==> config.mk <==
export PLATFORM = sky130hd
export DESIGN_NAME = cache_maint_engine
export DESIGN_NICKNAME = d
export VERILOG_FILES = /design/src/rtl/cme_pkg.sv /design/src/rtl/cme_regs.sv /design/src/rtl/cme_range.sv /design/src/rtl/cme_walker.sv /design/src/rtl/cache_maint_engine.sv
export SDC_FILE = /design/constraint.sdc
export NUM_CORES = 1
export LEC_CHECK = 0
export CORE_MARGIN = 2
export CORE_UTILIZATION = 23
export CTS_CLUSTER_SIZE = 24
export DETAILED_ROUTE_END_ITERATION = 6
export DONT_BUFFER_PORTS = 1
export PLACE_DENSITY = 0.43
export SYNTH_ARGS = -nofsm -noshare
export SYNTH_HDL_FRONTEND = slang
export SYNTH_SLANG_ARGS = --single-unit
==> constraint.sdc <==
create_clock -name clk_i -period 7.87 [get_ports clk_i]
set_clock_uncertainty 0.1 [all_clocks]
set_input_delay 1.574 -clock clk_i [delete_from_list [all_inputs] [get_ports clk_i]]
set_output_delay 1.574 -clock clk_i [all_outputs]
set_load 0.03 [all_outputs]
==> src/rtl/cme_pkg.sv <==
package cme_pkg;
  typedef enum logic [1:0] {
    OP_NONE  = 2'd0,
    OP_INV   = 2'd1,
    OP_WB    = 2'd2,
    OP_WBINV = 2'd3
  } cme_op_e;

  localparam logic [1:0] SEL_BASE = 2'd0;
  localparam logic [1:0] SEL_CTRL = 2'd1;
  localparam logic [1:0] SEL_CNT  = 2'd2;
  localparam logic [1:0] SEL_GLOB = 2'd3;
endpackage

==> src/rtl/cme_regs.sv <==
module cme_regs
  import cme_pkg::*;
#(
  parameter int ADDR_W = 32,
  parameter int CNT_W  = 16,
  parameter int DATA_W = 32
) (
  input  logic              clk_i,
  input  logic              rst_ni,
  input  logic              we_i,
  input  logic [1:0]        sel_i,
  input  logic [DATA_W-1:0] wdata_i,
  input  logic              busy_i,
  output logic [ADDR_W-1:0] base_o,
  output cme_op_e           op_o,
  output logic              prog_o,
  output logic [CNT_W-1:0]  count_o,
  output logic              start_part_o,
  output logic              start_glob_o
);
  logic accept;
  logic unused_wdata;

  assign accept       = we_i && !busy_i;
  assign count_o      = wdata_i[CNT_W-1:0];
  assign start_part_o = accept && (sel_i == SEL_CNT);
  assign start_glob_o = accept && (sel_i == SEL_GLOB);
  assign unused_wdata = ^wdata_i;

  always_ff @(posedge clk_i or negedge rst_ni) begin
    if (!rst_ni) begin
      base_o <= '0;
      op_o   <= OP_NONE;
      prog_o <= 1'b0;
    end else if (accept) begin
      if (sel_i == SEL_BASE) base_o <= wdata_i[ADDR_W-1:0];
      if (sel_i == SEL_CTRL) begin
        op_o   <= cme_op_e'(wdata_i[1:0]);
        prog_o <= wdata_i[2];
      end
    end
  end

  // configuration frozen while a walk runs
  p_frozen_r10: assert property (@(posedge clk_i) disable iff (!rst_ni)
    busy_i && we_i |=> $stable(base_o) && $stable(op_o) && $stable(prog_o));
endmodule

==> src/rtl/cme_range.sv <==
module cme_range #(
  parameter int ADDR_W = 32,
  parameter int CNT_W  = 16,
  parameter int OFF_W  = 4,
  parameter int CW     = 29,
  localparam int LAW   = ADDR_W - OFF_W
) (
  input  logic [ADDR_W-1:0] base_i,
  input  logic [CNT_W-1:0]  count_i,
  output logic [LAW-1:0]    first_line_o,
  output logic [CW-1:0]     n_lines_o,
  output logic              empty_o
);
  logic [ADDR_W-1:0] end_word;
  logic [LAW-1:0]    last_line;
  logic [LAW-1:0]    span;

  // inclusive last word; lines touched at either end count in full
  assign end_word     = base_i + ADDR_W'(count_i) - 1'b1;
  assign first_line_o = base_i[ADDR_W-1:OFF_W];
  assign last_line    = end_word[ADDR_W-1:OFF_W];
  assign span         = last_line - first_line_o;
  assign n_lines_o    = CW'(span) + 1'b1;
  assign empty_o      = (count_i == '0);
endmodule

==> src/rtl/cme_walker.sv <==
module cme_walker
  import cme_pkg::*;
#(
  parameter int LAW        = 28,
  parameter int CW         = 29,
  parameter int NUM_FRAMES = 256
) (
  input  logic           clk_i,
  input  logic           rst_ni,
  input  logic           start_part_i,
  input  logic           start_glob_i,
  input  cme_op_e        op_i,
  input  logic           prog_i,
  input  logic [LAW-1:0] first_line_i,
  input  logic [CW-1:0]  n_lines_i,
  input  logic           empty_i,
  output logic           busy_o,
  output logic           cmd_valid_o,
  output logic           cmd_wb_o,
  output logic           cmd_prog_o,
  output logic           cmd_frame_o,
  output logic [LAW-1:0] cmd_line_o,
  input  logic           cmd_ack_i
);
  logic           busy_q, prog_q, frame_q, phase_q;
  cme_op_e        op_q;
  logic [LAW-1:0] line_q;
  logic [CW-1:0]  left_q;
  logic           legal, go_part, go_glob, second_half;

  // program side takes invalidate only
  assign legal   = (op_i != OP_NONE) && !(prog_i && op_i != OP_INV);
  assign go_part = start_part_i && legal && !empty_i;
  assign go_glob = start_glob_i && legal;
  assign second_half = (op_q == OP_WBINV) && !phase_q;

  always_ff @(posedge clk_i or negedge rst_ni) begin
    if (!rst_ni) begin
      busy_q  <= 1'b0;
      op_q    <= OP_NONE;
      prog_q  <= 1'b0;
      frame_q <= 1'b0;
      phase_q <= 1'b0;
      line_q  <= '0;
      left_q  <= '0;
    end else if (!busy_q) begin
      if (go_part || go_glob) begin
        busy_q  <= 1'b1;
        op_q    <= op_i;
        prog_q  <= prog_i;
        frame_q <= go_glob;
        phase_q <= 1'b0;
        line_q  <= go_glob ? '0 : first_line_i;
        left_q  <= go_glob ? CW'(NUM_FRAMES) : n_lines_i;
      end
    end else if (cmd_ack_i) begin
      if (second_half) begin
        phase_q <= 1'b1;  // writeback done, invalidate same line next
      end else begin
        phase_q <= 1'b0;
        if (left_q == CW'(1)) busy_q <= 1'b0;
        else begin
          line_q <= line_q + 1'b1;
          left_q <= left_q - 1'b1;
        end
      end
    end
  end

  assign busy_o      = busy_q;
  assign cmd_valid_o = busy_q;
  assign cmd_wb_o    = (op_q == OP_WB) || second_half;
  assign cmd_prog_o  = prog_q;
  assign cmd_frame_o = frame_q;
  assign cmd_line_o  = line_q;

  p_hold_cmd_r11: assert property (@(posedge clk_i) disable iff (!rst_ni)
    cmd_valid_o && !cmd_ack_i |=> cmd_valid_o && $stable(cmd_line_o)
                                   && $stable(cmd_wb_o) && $stable(cmd_frame_o));
  p_wb_then_inv_r7: assert property (@(posedge clk_i) disable iff (!rst_ni)
    cmd_valid_o && cmd_ack_i && cmd_wb_o && op_q == OP_WBINV
      |=> cmd_valid_o && !cmd_wb_o && $stable(cmd_line_o));
  p_prog_inv_r9: assert property (@(posedge clk_i) disable iff (!rst_ni)
    cmd_valid_o && cmd_prog_o |-> !cmd_wb_o);
  p_step_r3: assert property (@(posedge clk_i) disable iff (!rst_ni)
    cmd_valid_o && cmd_ack_i && !second_half
      |=> !cmd_valid_o || cmd_line_o == $past(cmd_line_o) + 1'b1);
endmodule

==> src/rtl/cache_maint_engine.sv <==
module cache_maint_engine
  import cme_pkg::*;
#(
  parameter int  ADDR_W     = 32,
  parameter int  CNT_W      = 16,
  parameter int  LINE_WORDS = 16,
  parameter int  NUM_FRAMES = 256,
  localparam int OFF_W      = $clog2(LINE_WORDS),
  localparam int LINE_AW    = ADDR_W - OFF_W
) (
  input  logic               clk_i,
  input  logic               rst_ni,
  input  logic               reg_we_i,
  input  logic [1:0]         reg_sel_i,
  input  logic [31:0]        reg_wdata_i,
  output logic               busy_o,
  output logic               cmd_valid_o,
  output logic               cmd_wb_o,
  output logic               cmd_prog_o,
  output logic               cmd_frame_o,
  output logic [LINE_AW-1:0] cmd_line_o,
  input  logic               cmd_ack_i
);
  localparam int FCW = $clog2(NUM_FRAMES + 1);
  localparam int CW  = (FCW > LINE_AW + 1) ? FCW : LINE_AW + 1;

  logic [ADDR_W-1:0]  base;
  cme_op_e            op;
  logic               prog;
  logic [CNT_W-1:0]   count;
  logic               start_part, start_glob, empty;
  logic [LINE_AW-1:0] first_line;
  logic [CW-1:0]      n_lines;

  cme_regs #(.ADDR_W(ADDR_W), .CNT_W(CNT_W), .DATA_W(32)) u_regs (
    .clk_i, .rst_ni,
    .we_i(reg_we_i), .sel_i(reg_sel_i), .wdata_i(reg_wdata_i),
    .busy_i(busy_o),
    .base_o(base), .op_o(op), .prog_o(prog), .count_o(count),
    .start_part_o(start_part), .start_glob_o(start_glob)
  );

  cme_range #(.ADDR_W(ADDR_W), .CNT_W(CNT_W), .OFF_W(OFF_W), .CW(CW)) u_range (
    .base_i(base), .count_i(count),
    .first_line_o(first_line), .n_lines_o(n_lines), .empty_o(empty)
  );

  cme_walker #(.LAW(LINE_AW), .CW(CW), .NUM_FRAMES(NUM_FRAMES)) u_walker (
    .clk_i, .rst_ni,
    .start_part_i(start_part), .start_glob_i(start_glob),
    .op_i(op), .prog_i(prog),
    .first_line_i(first_line), .n_lines_i(n_lines), .empty_i(empty),
    .busy_o, .cmd_valid_o, .cmd_wb_o, .cmd_prog_o, .cmd_frame_o, .cmd_line_o,
    .cmd_ack_i
  );

  p_zero_idle_r4: assert property (@(posedge clk_i) disable iff (!rst_ni)
    reg_we_i && reg_sel_i == SEL_CNT && !busy_o && reg_wdata_i[CNT_W-1:0] == '0
      |=> !busy_o);
endmodule

# Yosys cells after proc, flatten, opt, wreduce, memory -nomap -nowiden

Cells that the tools add are included.

Bits in registers: 98
Bits of input ports: 38
Output and inout port bits: 33
Logic and storage cells: 72

Add/sub/neg operators: 6
Equal/unequal tests: 10
Mux-type cells: 21
Bitwise gates (word level): 1
Reduce and logical (&&, ||, !) cells: 24

Operator list:

| kind                    | count |
|---|---|
| $mux W29                | 6 |
| $mux W28                | 6 |
| $add A32 B16 Y32        | 1 |
| $sub A32 B1 Y32 const B | 1 |
| $add A28 B1 Y29 const B | 1 |
| $eq A29 B1 Y1 const B   | 1 |
| $sub A29 B1 Y29 const B | 1 |
| $add A28 B1 Y28 const B | 1 |
| $sub A28 B28 Y28        | 1 |
| $logic_not A16 Y1       | 1 |
| $logic_and A1 B1 Y1     | 9 |
| $mux W1                 | 9 |
| $eq A2 B2 Y1 const B    | 4 |
| $reduce_and A2 Y1       | 4 |
| $ne A2 B2 Y1 const B    | 3 |
| $logic_not A1 Y1        | 4 |
| $reduce_and A4 Y1       | 1 |
| $reduce_bool A2 Y1      | 2 |
| $eq A2 B1 Y1 const B    | 1 |
| $logic_not A2 Y1        | 1 |
| $logic_or A1 B1 Y1      | 2 |
| $ne A2 B1 Y1 const B    | 1 |
| $not A1 Y1              | 1 |

# Depth between registers and ports, before layout

Gate-level depths: netlist (run 1).

Depth in word-level cells: 9
Mapped depth: 26
Depth with buffers taken out: 25

# By module

From an unflattened synthesis (run 1), not the netlist that was laid out.

Cells, all modules: 1239
Area, all modules: 10092.2 um2

Modules (own cells, without submodules):

| module     | instances | cells an instance | area an instance (um2) | seq. area each (um2) |
|---|---|---|---|---|
| cme_walker | 1         | 525               | 4357.9                 | 1576.5 |
| cme_range  | 1         | 621               | 4254.1                 | 0.0 |
| cme_regs   | 1         | 93                | 1480.2                 | 875.8 |

# Worst setup path before layout (run 1)

No wires, ideal clock.

Path type: input to register
Start: input reg_wdata_i[9]
End: register u_walker.left_q[26]
Library setup time: 0.124 ns
Data arrival time: 6.087 ns
Required time: 7.646 ns
Slack: 1.559 ns
Stages on the path: 23
Buffers on the path: 0
Cells stage by stage: inv_1 ha_1 inv_1 ha_1 a211o_1 nor2b_1 a2111oi_2 o311ai_1 a21oi_1 o21a_1 nor2_1 xnor2_1 ha_1 a211oi_1 o21bai_1 o2bb2ai_1 or3_1 a211o_1 nand2b_1 nor3_1 nand4_1 xnor2_1 o21ai_1

Longest elaborated chain between the ends: 7
Elaborated cells on any way between the ends: 13
Those cells by class: add/sub (4); mux (3); reduce/logical (6)

RTL lines:

| element                | RTL line                 | RTL |
|---|---|---|
| start: declaration     | cache_maint_engine.sv:15 | `input logic [31:0] reg_wdata_i,` |
| $add A32 B16 Y32       | cme_range.sv:19          | `assign end_word = base_i + ADDR_W'(count_i) - 1'b1;` |
| $sub A32 B1 Y32        | cme_range.sv:19          |  |
| $sub A28 B28 Y28       | cme_range.sv:22          | `assign span = last_line - first_line_o;` |
| $add A28 B1 Y29        | cme_range.sv:23          | `assign n_lines_o = CW'(span) + 1'b1;` |
| $mux W29               | cme_walker.sv:54         | `left_q <= go_glob ? CW'(NUM_FRAMES) : n_lines_i;` |
| $mux W29               | cme_walker.sv:47         | `if (go_part \|\| go_glob) begin` |
| $mux W29               | cme_walker.sv:46         | `end else if (!busy_q) begin` |
| end signal: assignment | cme_walker.sv:54         |  |
| end signal: assignment | cme_walker.sv:64         | `left_q <= left_q - 1'b1;` |
| end: declaration       | cme_walker.sv:28         | `logic [CW-1:0] left_q;` |

Several ways; a longest one is shown, not always the timed one. The select of a mux whose other input is x is not followed.
A chain may end at the register's enable or synchronous reset.

# Worst setup path in the final report (run 1)

Start: input reg_wdata_i[2]
End: register u_walker.left_q[27]

The elaborated chain is that of the path after synthesis.

==> results.py, run 1 <==
metrics = {
    "outcome": {
        "status": "finished, violations left",
        "violations": "DRC",
    },
    "grt": {
        "grt_max_degree": 99,
        "grt_pass1_wl_mm": 47.1,
        "antenna_found_initial": 1,
        "grt.total_usage": 0.144,
        "grt_pass1_vias": 8181,
        "grt.overflow.total": 0,
    },
    "synth": {
        "synth_top_area_frac": 0.266,
        "yosysTopAreaCell": "dfrtp_1",
        "ys_warn_count": 0,
        "ys.flop_type": "dfrtp_1",
        "ys_ff_latch": 98,
        "synth_compound_area_frac": 0.250,
        "ys_top_cells_by_area": "dfrtp_1, ha_1, nand2_1, a21oi_1, xnor2_1",
        "async_reset_ff_frac": 1.00,
        "synth-simple-area-share": 0.246,
        "yosys.area_share.xor_xnor": 0.0580,
        "synth_top_family_by_area": "compound AO/OA/AOI/OAI gates",
        "synth_edf_count": 0,
        "syn_area_per_cell_sq_um": 7.88,
        "synth_cell_type_count": 86,
        "muxShareOfSynthArea": 0.0130,
        "synth_fa_ha_area_frac": 0.104,
        "synth_seq_area_share": 0.266,
        "syn_nets": 1283,
        "synthCells": 1169,
        "netlist_area_sq_mm": 0.00921,
    },
    "clock_network": {
        "cts_tree": "done",
        "clockBufferDepth": 2,
        "htreeDepth": 3,
        "post_cts_resized": 0,
        "postCtsSetupRepairBufs": 0,
        "cts.sinks": 98,
        "cts_buffers": 9,
        "cts-root-buf": "clkbuf_16",
        "hold_buffers": 0,
        "clk_pin_slew_worst_paths_ns": 0.07,
        "clock_latency_ns": 0.37,
    },
    "floorplan": {
        "core_sq_mm": 0.0396,
        "die_area_sq_mm": 0.0417,
        "dieHeight_um": 204,
        "rows": 73,
        "io_pins": 71,
        "initial_core_util": 0.232,
        "fp.dieW_um": 204,
    },
    "setup_path": {
        "worstSetupStartpointType": "input pin",
        "cp-end-kind": "flip-flop",
        "path_cells": "inv_1, ha_1, inv_1, ha_1, nor3b_1, o41ai_4, a2111oi_2, o311ai_1, a21oi_1, o21a_1, nor2_1, xnor2_1, ha_1, nand2_1, o21ai_0, or2_2, o211ai_1, nor3b_1, nand2b_1, nor4_1, nand4_1, xnor2_1, o21ai_1",
        "cpPeakStageDelay_ns": 0.77,
        "r2r_cells": 23,
        "crit_type": "input pin to flip-flop",
        "crit_arrival_ns": 7.00,
        "critPathMaxFanout": 7,
        "cp_data_required_time_ns": 8.00,
        "r2r-end": "u_walker.left_q[27]",
        "cpMostUsedCell": "ha_1",
        "ff2ff_setup_slack_ns": 1.70,
        "r2r-start": "u_regs.base_o[9]",
        "critPathSlowestCell": "o311ai_1",
    },
    "place": {
        "hpwl_mm": 22.4,
        "io_buffer_count": 0,
        "placed_cells_incl_taps": 1656,
        "place_congestion": 0.835,
    },
    "timing": {
        "hold_viol": 0,
        "finalMaxSlewViolations": 0,
        "fmax_mhz": 146,
        "rsz0062_at_grt": "no",
        "setup_viol": 0,
        "fin_crit_ns": 6.87,
        "whs_ns": 0.409,
        "worstMarginPinSlew_ns": 0.963,
        "finalSetupTns_ns": 0,
        "slew_headroom": 0.352,
        "fin_crit_sh": 0.873,
    },
    "layout": {
        "nets": 1256,
        "antenna_cells": 0,
        "multi_input_area_sq_mm": 0.00619,
        "final_cells": 1672,
        "seq_area_sq_mm": 0.00245,
        "layout-drive-gt1-share": 0.0654,
        "area_growth_pct": 8.79,
        "fillers": 4392,
        "final_util": 0.253,
    },
    "route": {
        "wl_mm": 29.4,
        "drc": 4,
        "drt_iter0_markers": 596,
        "firstDrtPassIters": 7,
        "wl_per_cell_um": 17.6,
        "final_antenna_net_count": 0,
        "via_count": 8346,
        "routed_via_density": 4.99,
    },
    "worst_hold_path": {
        "min_delay_worst_endpoint": "u_walker.left_q[6]",
        "hold_path.class": "flip-flop to flip-flop",
        "min-delay-start": "u_walker.left_q[6]",
        "min_path_cells": 2,
    },
    "flow_run": {
        "max-cap-violations": 0,
    },
}
## flip-flops by register name, summed over array words and instances (netlist names)
register and count:
u_regs.base_o 32, u_walker.left_q 29, u_walker.cmd_line_o 28, u_regs.op_o 2, u_walker.op_q 2, u_regs.prog_o 1
u_walker.busy_o 1, u_walker.cmd_frame_o 1, u_walker.cmd_prog_o 1, u_walker.phase_q 1
## logic make-up after synthesis
family	count (synthesis)
mux	11
flops	98
compound gates	336
fa+ha+maj	76
xor+xnor	61
buf+inv	142
simple gates	445
## metrics by stage
stage          instance area, sq um  worst slack, ns
5_1_grt                       10000            0.495
2_1_floorplan                  9210             1.56
3_5_place_dp                   9720            0.631
6_report                      10000             1.00
3_3_place_gp                   9720            0.680
4_1_cts                       10000            0.998
## worst max-delay path: cells and delay by family
kind                       cells  cell delay (ns)
AOI/OAI and AO/OA              8             2.51
xor gates and xnor gates       2             0.26
adders and majority gates      3             0.92
buffers and inverters          2             0.06
and+or+nand+nor                8             1.70
## layer usage
layer | up-vias | part of all wire | track usage
li1 | 4214 | - | -
met1 | 3982 | 0.50 | 0.200
met2 | 134 | 0.46 | 0.232
met3 | 16 | 0.037 | 0.0212
met4 | 0 | 0.012 | 0.0360
met5 | - | 0 | 0
## area by class of cell
class,instances,share of cell area
clock buffers,12,0.0246
clock inverters,4,0.00512
inverters,96,0.0360
multi-input cells,929,0.618
flip-flops and latches,98,0.245
well taps,525,0.0656
repair buffers,8,0.00599
## cell usage in the layout, fill, tap and decap left out, types with 11 or more instances in the layout
cell type	count
nor3_1	38
nor4_1	14
inv_1	95
nor2_1	85
a221oi_2	19
and2_1	11
o21ai_0	67
a21oi_1	73
nand2_1	131
xnor2_1	41
xor2_1	20
or3_1	16
a21o_1	26
nand4_1	17
ha_1	75
o21ai_1	46
and3_1	20
dfrtp_1	97
nand3_1	48
## how the worst max path moves through the flow
| stage | from | endpoint | slack, ns | cells past startpoint |
|---|---|---|---|---|
| after floorplan | reg_wdata_i[9] | u_walker.left_q[26] | 1.56 | 23 |
| after global placement | reg_wdata_i[2] | u_walker.left_q[28] | 0.68 | 22 |
| after detailed placement | reg_wdata_i[2] | u_walker.left_q[28] | 0.63 | 22 |
| after CTS | reg_wdata_i[2] | u_walker.left_q[28] | 1.0 | 22 |
| after global routing | reg_wdata_i[2] | u_walker.left_q[26] | 0.49 | 23 |
| final | reg_wdata_i[2] | u_walker.left_q[27] | 1.00 | 23 |
## Yosys cell counts, drive strengths merged (6+ instances only)
master / count
a211oi: 8
a21o: 27
a21oi: 75
a221oi: 29
a22oi: 6
a31oi: 7
and2: 12
and3: 20
and4: 7
buf: 19
clkbuf: 27
dfrtp: 98
ha: 75
inv: 95
mux2: 8
nand2: 132
nand2b: 10
nand3: 48
nand4: 17
nor2: 88
nor2b: 6
nor3: 39
nor4: 16
nor4b: 6
o211ai: 11
o21a: 8
o21ai: 113
o221ai: 7
or3: 16
xnor2: 41
xor2: 20
Power of run 1 is left out: the tool's default activity adds up to more than one toggle a clock period on the data nets, which glitch-free logic cannot reach.
==> inputs of run 2 (changes only) <==
--- a/config.mk
+++ b/config.mk
@@ -13,4 +13,5 @@
 export PLACE_DENSITY = 0.43
 export SYNTH_ARGS = -nofsm -noshare
 export SYNTH_HDL_FRONTEND = slang
+export SYNTH_HIERARCHICAL = 1
 export SYNTH_SLANG_ARGS = --single-unit
==> results.py, run 2 <==
metrics = {
    "outcome": {
        "status": "finished, final reports clean",
    },
    "route": {
        "wl_per_cell_um": 19.5,
        "wl_met2_mm": 15.2,
        "final_antenna_net_count": 0,
        "via_count": 9128,
        "drc": 0,
        "drt_iter0_markers": 811,
        "met1_length_mm": 16.2,
        "firstDrtPassIters": 5,
        "routed_via_density": 5.20,
        "routed.top_layer": "met5",
        "wl_mm": 34.3,
        "dr_wl_met3_mm": 2.26,
    },
    "timing": {
        "fin_crit_sh": 0.929,
        "slew_headroom": 0.341,
        "fin_crit_ns": 7.31,
        "finalSetupTns_ns": 0,
        "fmax_mhz": 137,
        "setup_ws_ns": 0.561,
        "worstMarginPinSlew_ns": 0.986,
        "setup_viol": 0,
        "finalMaxSlewViolations": 0,
        "hold_viol": 0,
        "whs_ns": 0.404,
        "rsz0062_at_grt": "no",
    },
    "layout": {
        "area_growth_pct": 5.58,
        "antenna_cells": 0,
        "final_common_cell": "inv_1",
        "final_area_sq_mm": 0.0107,
        "nets": 1281,
        "largest_reg_flops": 32,
        "fillers": 4768,
        "regMostFlops": "u_regs/base_o",
        "final_cell_mix": "inv_1, dfrtp_1, a21oi_1",
        "layout-drive-gt1-share": 0.104,
    },
    "clock_network": {
        "clockBufferDepth": 2,
        "cts-root-buf": "clkbuf_16",
        "postCtsSetupRepairBufs": 0,
        "clk_pin_slew_worst_paths_ns": 0.08,
        "htreeDepth": 3,
        "cts_buffers": 9,
        "post_cts_resized": 0,
        "cts.sinks": 98,
        "clock_latency_ns": 0.38,
        "cts_tree": "done",
        "hold_buffers": 0,
    },
    "synth": {
        "syn_nets": 1353,
        "ys_warn_count": 6,
        "yosysTopAreaCell": "dfrtp_1",
        "netlist_area_sq_mm": 0.0101,
        "synth_top_area_frac": 0.243,
        "synthTopCellsByCount": "inv_1, dfrtp_1, a21oi_1",
        "yosysMostFrequentCell": "inv_1",
        "ys.flop_type": "dfrtp_1",
        "synth_edf_count": 0,
        "ys_top_cells_by_area": "dfrtp_1, ha_1, mux2_2, a21oi_1, inv_1",
        "syn_area_per_cell_sq_um": 8.15,
        "synthCells": 1239,
        "ys_ff_latch": 98,
        "async_reset_ff_frac": 1.00,
        "synth_seq_area_share": 0.243,
        "synth_cell_type_count": 96,
    },
    "setup_path": {
        "critPathMaxFanout": 6,
        "critPathTopFamily": "compound AO/OA/AOI/OAI gates",
        "cp_data_required_time_ns": 8.06,
        "critPathSlowestCell": "or3_1",
        "crit_arrival_ns": 7.50,
        "cp-end-kind": "flip-flop",
        "ff2ff_setup_slack_ns": 1.25,
        "worstSetupStartpointType": "input pin",
        "cpPeakStageDelay_ns": 0.53,
        "crit_type": "input pin to flip-flop",
        "path_buf_inv": 2,
    },
    "place": {
        "io_buffer_count": 0,
        "place_congestion": 0.833,
        "post_dp_cell_area_sq_mm": 0.0104,
        "dpl_worst_slack_ns": 0.211,
        "hpwl_mm": 25.7,
    },
    "power": {
        "p_leak_nw": 4.20,
        "ir_drop_v": 0.000111,
        "p_total_mw": 2.08,
        "p_per_area_mw_per_mm2": 195,
    },
    "grt": {
        "grt_pass1_wl_mm": 53.0,
        "grt.overflow.total": 0,
        "antenna_found_initial": 2,
        "grt.total_usage": 0.152,
        "grt_pass1_vias": 8839,
        "grt_max_degree": 99,
    },
    "worst_hold_path": {
        "hold_path.class": "flip-flop to flip-flop",
    },
    "floorplan": {
        "initial_core_util": 0.234,
        "io_pins": 71,
        "fp.dieW_um": 213,
        "die_area_sq_mm": 0.0456,
        "core_sq_mm": 0.0432,
        "rows": 76,
        "dieHeight_um": 213,
    },
    "flow_run": {
        "max-cap-violations": 0,
    },
}
run 2: changes by cell type after synthesis, sizes merged, moves of 15 or more:
cell	previous run	this run
nor2	88	73
nand2	132	76
a31oi	7	35
buf	19	63
a211oi	8	27
nand2b	10	25
mux2	8	40
a221oi	29	2
o21ai	113	63
run 2: logic make-up (layout without fill, tap and decap cells):
kind of cell               after synthesis  count (layout)  synth area share
adders and majority gates               76              76            0.0950
xor gates and xnor gates                57              57            0.0495
buffers and inverters                  208             141             0.100
DFF                                     98              98             0.243
muxes                                   45              45            0.0496
AOI/OAI and AO/OA                      347             347             0.229
and+or+nand+nor                        408             408             0.233
run 2: per-layer routing:
metal,vias up,GRT usage
met5,-,0
met4,2,0.0479
met3,33,0.0332
met2,258,0.237
met1,4444,0.208
li1,4391,-
run 2: cell type report:
type	count	area, sq um	share of cell area
clock inverters	7	57.6	0.00540
well taps	585	732	0.0687
inverters	107	402	0.0377
flip-flops and latches	98	2460	0.231
multi-input cells	933	6650	0.624
repair buffers	18	135	0.0127
clock buffers	9	225	0.0211
run 2: report_power, final:
| part | switching (mW) | total, mW | internal, mW |
|---|---|---|---|
| Combinational | 0.585 | 0.982 | 0.397 |
| Sequential | 0.0900 | 0.628 | 0.538 |
| Clock | 0.247 | 0.468 | 0.221 |
run 2: worst reg2reg max path: cells and delay by family (launching register included):
kind | cells | cell delay (ns)
multiplexers | 1 | 0.22
adder cells (fa/ha/maj) | 3 | 0.93
buffers and inverters | 2 | 0.14
flip-flops | 1 | 0.41
AO/OA/AOI/OAI | 14 | 3.12
XOR/XNOR | 2 | 0.30
AND/OR/NAND/NOR | 6 | 1.31
run 2: final timing paths:
path,startpoint,endpoint,depth (start not counted)
setup reg to reg,u_regs/base_o[8],u_walker/left_q[21],28
max in group asynchronous,rst_ni,u_walker/cmd_line_o[16],0
hold reg to reg,u_walker/op_q[1],u_walker/op_q[1],2
setup / recovery,reg_wdata_i[8],u_walker/left_q[21],28
hold / removal,u_walker/op_q[1],u_walker/op_q[1],2
min in group asynchronous,rst_ni,u_walker/left_q[15],0
run 2: stage by stage:
stage | cells | util
after global routing | 1757 | 0.247
after detailed placement | 1741 | 0.240
after global placement | 1741 | 0.240
after CTS | 1757 | 0.247
after floorplan | 1239 | -
final | 1757 | 0.247
No activity file was read; power rests on OpenSTA's default activity.
==> inputs of run 3 (changes only) <==
--- a/config.mk
+++ b/config.mk
@@ -5,6 +5,7 @@
 export SDC_FILE = /design/constraint.sdc
 export NUM_CORES = 1
 export LEC_CHECK = 0
+export CORE_ASPECT_RATIO = 2
 export CORE_MARGIN = 2
 export CORE_UTILIZATION = 23
 export CTS_CLUSTER_SIZE = 24
==> results.py, run 3 (synthesized netlist as in run 2, its figures left out) <==
metrics = {
    "clock_network": {
        "cts_tree": "done",
        "clockBufferDepth": 2,
        "postCtsSetupRepairBufs": 0,
        "clock_latency_ns": 0.39,
        "cts.sinks": 98,
        "clk_pin_slew_worst_paths_ns": 0.08,
        "cts-root-buf": "clkbuf_16",
        "htreeDepth": 3,
        "cts_buffers": 9,
    },
    "grt": {
        "grt_pass1_vias": 9766,
        "grt.overflow.total": 0,
        "grt_pass1_wl_mm": 57.1,
        "grt.total_usage": 0.162,
        "grt_max_degree": 99,
        "antenna_found_initial": 2,
    },
    "power": {
        "p_total_mw": 2.21,
        "p_per_area_mw_per_mm2": 203,
        "ir_drop_v": 0.000105,
        "p_leak_nw": 4.37,
    },
    "route": {
        "routed_via_density": 5.37,
        "firstDrtPassIters": 5,
        "wl_per_cell_um": 21.0,
        "drt_iter0_markers": 445,
        "drc": 0,
        "via_count": 9424,
        "final_antenna_net_count": 0,
        "wl_mm": 36.9,
    },
    "place": {
        "place_congestion": 0.859,
        "io_buffer_count": 0,
        "hpwl_mm": 28.9,
        "post_dp_cell_area_sq_mm": 0.0106,
    },
    "layout": {
        "regMostFlops": "u_regs/base_o",
        "layout-drive-gt1-share": 0.129,
        "largest_reg_flops": 32,
        "final_common_cell": "inv_1",
        "antenna_cells": 0,
        "nets": 1314,
        "area_growth_pct": 8.02,
        "final_area_sq_mm": 0.0109,
        "final_cell_mix": "inv_1, dfrtp_1, a21oi_1",
    },
    "timing": {
        "rsz0062_at_grt": "no",
        "finalMaxSlewViolations": 0,
        "worstMarginPinSlew_ns": 0.904,
        "hold_viol": 0,
        "slew_headroom": 0.398,
        "setup_viol": 0,
        "fin_crit_sh": 0.941,
        "fmax_mhz": 135,
        "fin_crit_ns": 7.40,
        "finalSetupTns_ns": 0,
    },
    "setup_path": {
        "cpPeakStageDelay_ns": 0.57,
        "cp_data_required_time_ns": 8.06,
        "worstSetupStartpointType": "input pin",
        "crit_type": "input pin to flip-flop",
        "critPathSlowestCell": "a211oi_1",
        "crit_arrival_ns": 7.59,
        "cp-end-kind": "flip-flop",
        "critPathMaxFanout": 7,
    },
    "floorplan": {
        "io_pins": 71,
        "die_area_sq_mm": 0.0457,
        "rows": 108,
        "initial_core_util": 0.233,
        "dieHeight_um": 300,
        "core_sq_mm": 0.0434,
        "fp.dieW_um": 152,
    },
    "worst_hold_path": {
        "hold_path.class": "flip-flop to flip-flop",
    },
    "flow_run": {
        "max-cap-violations": 0,
    },
    "outcome": {
        "status": "finished, final reports clean",
    },
}
run 3: metal layers:
layer | up-vias | part of all wire | GRT usage
met5 | - | 0.00092 | 0
met3 | 100 | 0.041 | 0.0275
met4 | 4 | 0.068 | 0.109
met1 | 4590 | 0.36 | 0.158
met2 | 259 | 0.54 | 0.309
li1 | 4471 | - | -
run 3: worst paths after layout:
| path | slack [ns] | cells after the start | to | from |
|---|---|---|---|---|
| setup / recovery | 0.47 | 29 | u_walker/left_q[21] | reg_wdata_i[9] |
| setup reg to reg | 1.16 | 29 | u_walker/left_q[21] | u_regs/base_o[9] |
| hold reg to reg | 0.41 | 1 | u_regs/base_o[2] | u_regs/base_o[2] |
| max in group asynchronous | 6.58 | 0 | u_walker/left_q[27] | rst_ni |
| hold / removal | 0.41 | 1 | u_regs/base_o[2] | u_regs/base_o[2] |
| min in group asynchronous | 0.78 | 0 | u_regs/base_o[1] | rst_ni |
run 3: power breakdown:
part | internal (mW) | switching [mW]
Combinational | 0.457 | 0.605
Sequential | 0.538 | 0.0973
Clock | 0.276 | 0.241
Total | 1.27 | 0.943
run 3: repair_timing:
item,in CTS,in global routing
endpoints found under the hold margin,0,0
hold buffers,0,0
resized for setup,0,1
setup endpoints to repair,0,1
run 3: area by class of cell:
type	instances	area, sq um
clock buffer	12	267
multi-input combinational	933	6650
inverter	107	402
fill	4709	32500
timing repair buffer	51	383
tap	550	688
clock inverter	4	56.3
sequential	98	2450
run 3: per-stage QoR:
step / setup WS [ns] / hold WS, ns / cells / utilization
floorplan: 0.865 / 0.363 / 1239 / -
global placement: -0.107 / 0.383 / 1739 / 0.244
detailed placement: -0.0716 / 0.396 / 1739 / 0.244
CTS: 0.341 / 0.414 / 1755 / 0.251
global route: 0.00985 / 0.432 / 1755 / 0.251
finish: 0.466 / 0.408 / 1755 / 0.251
run 3: critical path: cells and delay by family:
kind                     cells  cell delay [ns]
AO/OA/AOI/OAI               12             2.81
AND/OR/NAND/NOR              7             1.29
adder cells (fa/ha/maj)      3             0.98
XOR/XNOR                     3             0.56
buffers and inverters        4             0.38
